<file path="config.mk">
export PLATFORM = sky130hd
export DESIGN_NAME = burst_addr_gen
export DESIGN_NICKNAME = d
export VERILOG_FILES = /design/src/rtl/bac_pkg.sv /design/src/rtl/bac_op_decode.sv /design/src/rtl/bac_addr_reg.sv /design/src/rtl/burst_addr_gen.sv
export SDC_FILE = /design/constraint.sdc
export NUM_CORES = 1
export LEC_CHECK = 0
export ABC_AREA = 1
export BUFFER_PORTS_ARGS = -buffer_cell sky130_fd_sc_hd__buf_4
export CORE_MARGIN = 2
export CORE_UTILIZATION = 28
export CTS_BUF_LIST = sky130_fd_sc_hd__clkbuf_4
export DETAILED_ROUTE_END_ITERATION = 8
export GPL_ROUTABILITY_DRIVEN = 0
export PLACE_DENSITY = 0.55
export SLEW_MARGIN = 20
export SYNTH_ARGS = -nofsm -noshare
export SYNTH_HDL_FRONTEND = slang
export SYNTH_SLANG_ARGS = --single-unit
</file>
<file path="constraint.sdc">
create_clock -name clk -period 1.5 [get_ports clk]
set_input_delay 0.075 -clock clk [delete_from_list [all_inputs] [get_ports clk]]
set_output_delay 0.075 -clock clk [all_outputs]
set_load 0.05 [all_outputs]
</file>
<file path="src/rtl/bac_pkg.sv">
package bac_pkg;
  typedef enum logic [1:0] {
    OP_HOLD  = 2'd0,
    OP_STEP  = 2'd1,
    OP_LOAD  = 2'd2,
    OP_CLEAR = 2'd3
  } bac_op_e;
endpackage

</file>
<file path="src/rtl/bac_op_decode.sv">
module bac_op_decode
  import bac_pkg::*;
(
  input  logic    strobe_n,
  input  logic    step_n,
  input  logic    clear_n,
  output bac_op_e op
);
  // Fixed priority: clear, then load, then step, else hold.
  always_comb begin
    if (!clear_n)       op = OP_CLEAR;
    else if (!strobe_n) op = OP_LOAD;
    else if (!step_n)   op = OP_STEP;
    else                op = OP_HOLD;
  end
endmodule

</file>
<file path="src/rtl/bac_addr_reg.sv">
module bac_addr_reg
  import bac_pkg::*;
#(
  parameter int ADDR_W = 14
) (
  input  logic              clk,
  input  logic              rst_n,
  input  bac_op_e           op,
  input  logic [ADDR_W-1:0] ext_addr,
  output logic [ADDR_W-1:0] addr,
  output logic              wrap
);
  localparam logic [ADDR_W-1:0] TOP_ADDR = {ADDR_W{1'b1}};

  logic [ADDR_W-1:0] addr_q, addr_d;
  logic              wrap_q, wrap_d;
  logic              upd_en;

  always_comb begin
    addr_d = addr_q;
    wrap_d = 1'b0;
    unique case (op)
      OP_CLEAR: addr_d = '0;
      OP_LOAD:  addr_d = ext_addr;
      OP_STEP: begin
        addr_d = addr_q + 1'b1;
        wrap_d = (addr_q == TOP_ADDR);
      end
      default:  addr_d = addr_q;
    endcase
  end

  assign upd_en = (op != OP_HOLD);

  always_ff @(posedge clk or negedge rst_n) begin
    if (!rst_n) begin
      addr_q <= '0;
    end else if (upd_en) begin
      addr_q <= addr_d;
    end
  end

  always_ff @(posedge clk or negedge rst_n) begin
    if (!rst_n) wrap_q <= 1'b0;
    else        wrap_q <= wrap_d;
  end

  assign addr = addr_q;
  assign wrap = wrap_q;

  // a step adds exactly one (modulo the width)
  a_r4_step_adds_one: assert property (@(posedge clk) disable iff (!rst_n)
    (op == OP_STEP) |=> (addr == ADDR_W'($past(addr) + 1'b1)));

  // stepping from the top address lands on zero
  a_r7_rollover: assert property (@(posedge clk) disable iff (!rst_n)
    (op == OP_STEP && addr == TOP_ADDR) |=> (addr == '0));

  // a wrap pulse always sits on address zero and never lasts two cycles
  a_r8_wrap_at_zero: assert property (@(posedge clk) disable iff (!rst_n)
    wrap |-> (addr == '0));
  a_r8_wrap_single: assert property (@(posedge clk) disable iff (!rst_n)
    wrap |=> !wrap);
endmodule

</file>
<file path="src/rtl/burst_addr_gen.sv">
module burst_addr_gen
  import bac_pkg::*;
#(
  parameter int ADDR_W = 14
) (
  input  logic              clk,
  input  logic              rst_n,
  input  logic [ADDR_W-1:0] ext_addr,
  input  logic              strobe_n,
  input  logic              step_n,
  input  logic              clear_n,
  output logic [ADDR_W-1:0] addr,
  output logic              wrap
);
  bac_op_e op;

  bac_op_decode u_decode (
    .strobe_n (strobe_n),
    .step_n   (step_n),
    .clear_n  (clear_n),
    .op       (op)
  );

  bac_addr_reg #(.ADDR_W(ADDR_W)) u_reg (
    .clk      (clk),
    .rst_n    (rst_n),
    .op       (op),
    .ext_addr (ext_addr),
    .addr     (addr),
    .wrap     (wrap)
  );

  // clear wins over every other control
  a_r3_clear_wins: assert property (@(posedge clk) disable iff (!rst_n)
    !clear_n |=> (addr == '0 && !wrap));

  // a load takes the external address, step ignored
  a_r2_load: assert property (@(posedge clk) disable iff (!rst_n)
    (clear_n && !strobe_n) |=> (addr == $past(ext_addr) && !wrap));

  // no control asserted keeps the address
  a_r6_hold: assert property (@(posedge clk) disable iff (!rst_n)
    (clear_n && strobe_n && step_n) |=> ($stable(addr) && !wrap));

  // while reset is held the outputs are zero
  always_comb begin
    if (!rst_n) begin
      a_r1_reset_zero: assert (addr == '0 && !wrap);
    end
  end
endmodule

</file>
==> impl_metrics.ini <==
[worst_setup_path]
crit_end = u_reg.addr[12]$_DFFE_PN0P_
r2r-end = u_reg.addr[12]$_DFFE_PN0P_
rrSetupSlack_ns = 0.16
max_stage_delay_ns = 0.41
cp-end-kind = flop
cp_cell_sequence = ha_1 -> nand2_2 -> nor2_4 -> nand4_1 -> nand3_1 -> nand3_1
timing.rr.start = u_reg.addr[0]$_DFFE_PN0P_
crit_path_start = u_reg.addr[0]$_DFFE_PN0P_
critPathLaunchType = flop
crit_top_cell = nand3_1
cp.arrival_ns = 1.52
cp.required_ns = 1.68
worstPathMaxFanout = 7
worstRegToRegCells = 6
slowest_stage = dfrtp_2
crit_type = reg -> reg

[yosys]
ys_types = 23
synth_top_area_share_pct = 38.9
ys_ff_latch = 15
ys_seq_area_share_pct = 38.9
synthFlopType = dfrtp_1
yosys.area.top_type = dfrtp_1
async_flop_share_pct = 100
yosysMostFrequentCell = nand2_1
synth_area_leaders = dfrtp_1, nand2_1, nand3_1
synth_fp_nets = 155
avgSynthCellArea_um2 = 7.16
synth_common_cells = nand2_1, nand3_1, dfrtp_1, inv_1, nor2_1
synth_edf_count = 0
yosys_warnings = 0
netlist_area_um2 = 966
synthCells = 135

[power_and_ir_drop]
ir_worst_vdd_mv = 0.292
p_clk_share_pct = 25.3
p_int_mw = 0.638
power.share.switching_pct = 35.2
power_frac_seq_pct = 46.9
power_density_mw_per_mm2 = 696
comb_power_share_pct = 27.8
p_leak_nw = 0.693
p_sw_mw = 0.346

[clocking]
clock_sinks = 15
h-tree-depth = 1
root_buffer = clkbuf_4
numCtsBuffers = 3
clk_pin_slew_worst_paths_ns = 0.10
cts_tree = done
clk_latency_ns = 0.30
cts_max_path_buffers = 2

[cells_and_area]
regArea_um2 = 378
nNetsFinal = 204
area_growth_pct = 46.4
final_layout_size_suffix_gt1_share_pct = 31.1
diodes = 0
stdcell_count = 229
fill_cells = 369
multi_input_area_um2 = 520
final_cell_area_mm2 = 0.00141
final_core_util_pct = 42.4

[grt]
grt_max_degree = 16
grt_pass1_wl_um = 4730
grt_antenna_before_repair = 0
grt_pass1_vias = 1038
overflow = 0
track_usage_pct = 14.9

[timing]
final-setup-viol-count = 0
tns_ns = 0
slew_violations = 0
fmax_mhz = 747
slew_headroom_pct = 70.7
hold_viol_final = 0
finClkSkew_ns = 0.00946
rsz0062_at_grt = no
finalCriticalPeriod_ns = 1.34
finalCritPeriodShare_pct = 89.2
worstMarginPinSlew_ns = 0.438

[route]
vias_per_cell = 4.63
drtAntennaViolNets = 0
drc = 0
first_pass_iters = 4
wl_per_cell_um = 12.0
drtIter0Drc = 21
vias = 1060
routed_wirelength_um = 2740

[run_status]
status = finished clean

[floorplanning]
rows = 21
start_util_pct = 28.9
dieWidth_um = 62.7
io_pins = 34
fp.dieH_um = 62.7
core-area_mm2 = 0.00334
die_area_mm2 = 0.00394

[place]
io_buffers = 33
dp.final_hpwl_um = 2110
placed_cells = 215
post_dp_cell_area_mm2 = 0.00129

[job]
cap_violations = 0

[worst_hold_path]
hold_class = in -> reg
-- flip-flops by register name, summed over array words and instances, names as in the netlist --
name / cells
u_reg.addr: 14
u_reg.wrap: 1
-- per-stage QoR --
| stage | hold WS (ns) | setup WS (ns) | power [mW] |
|---|---|---|---|
| 2_1_floorplan | -0.221 | 0.0536 | 0.613 |
| 6_report | 0.00577 | 0.162 | 0.985 |
| 3_5_place_dp | -0.0507 | 0.158 | 0.725 |
| 5_1_grt | 0.0121 | 0.0629 | 1.05 |
| 4_1_cts | 0.00000891 | 0.146 | 0.989 |
| 3_3_place_gp | -0.0514 | 0.230 | 0.722 |
-- kinds of logic (layout without fill, tap and decap cells) --
kind of cell / Yosys count / count (layout) / synth area share (%)
buf+inv: 17 / 65 / 7.25
simple gates: 90 / 90 / 44.3
compound gates: 12 / 12 / 8.29
fa+ha+maj: 1 / 1 / 1.30
flops: 15 / 15 / 38.9
-- power groups by stage --
stage	combinational, mW	clock, mW	sequential (mW)
2_1_floorplan	0.0643	0	0.548
5_1_grt	0.296	0.282	0.467
4_1_cts	0.271	0.257	0.462
3_5_place_dp	0.256	0	0.469
6_report	0.274	0.249	0.461
3_3_place_gp	0.253	0	0.468
-- worst max-delay path, delay by kind of cell (launching register included) --
family,cells,cell delay [ns]
and+or+nand+nor,5,0.64
DFF,1,0.41
adders and majority gates,1,0.18
-- layer usage --
| layer | vias up | share of wire, % | global-route usage (%) |
|---|---|---|---|
| li1 | 540 | - | - |
| met1 | 484 | 47 | 19.7 |
| met2 | 31 | 46 | 24.3 |
| met3 | 5 | 5.4 | 3.06 |
| met4 | 0 | 1.6 | 5.00 |
| met5 | - | 0 | 0 |
-- area by class of cell --
cell class                 count  area share (%)
clock inverter                 1           0.354
inverter                      14            3.72
multi-input combinational    103            36.8
sequential                    15            26.7
tap                           46            4.07
timing repair buffer          47            26.7
clock buffer                   3            1.59
-- how the worst min path moves through the flow --
stage	from	slack (ns)	to	cells after the start
after floorplan	rst_n	-0.22	u_reg.addr[0]$_DFFE_PN0P_	0
after global placement	rst_n	-0.05	u_reg.addr[3]$_DFFE_PN0P_	1
after detailed placement	rst_n	-0.05	u_reg.addr[9]$_DFFE_PN0P_	1
after CTS	ext_addr[12]	0.000009	u_reg.addr[12]$_DFFE_PN0P_	3
after global routing	ext_addr[7]	0.01	u_reg.addr[7]$_DFFE_PN0P_	3
final	ext_addr[7]	0.006	u_reg.addr[7]$_DFFE_PN0P_	3
-- repair_timing --
item                                   CTS  global route
endpoints found under the hold margin   21             3
resized for setup                        0             0
hold buffers                             7             3
buffers inserted                         0             0
-- cells in the final DEF, fill, tap and decap left out, drive strengths merged --
cell type	Yosys	final
nand2	44	44
buf	3	37
nand3	27	27
dfrtp	15	15
inv	14	14
nor2	13	13
dlygate4sd3	0	10
o21ai	4	4
nand4	3	3
o211ai	3	3
clkbuf	0	3
or2	2	2
a21oi	2	2
nor3	1	1
o21bai	1	1
a22oi	1	1
a21o	1	1
ha	1	1
clkinv	0	1
Power figures use the tool's default switching activity.
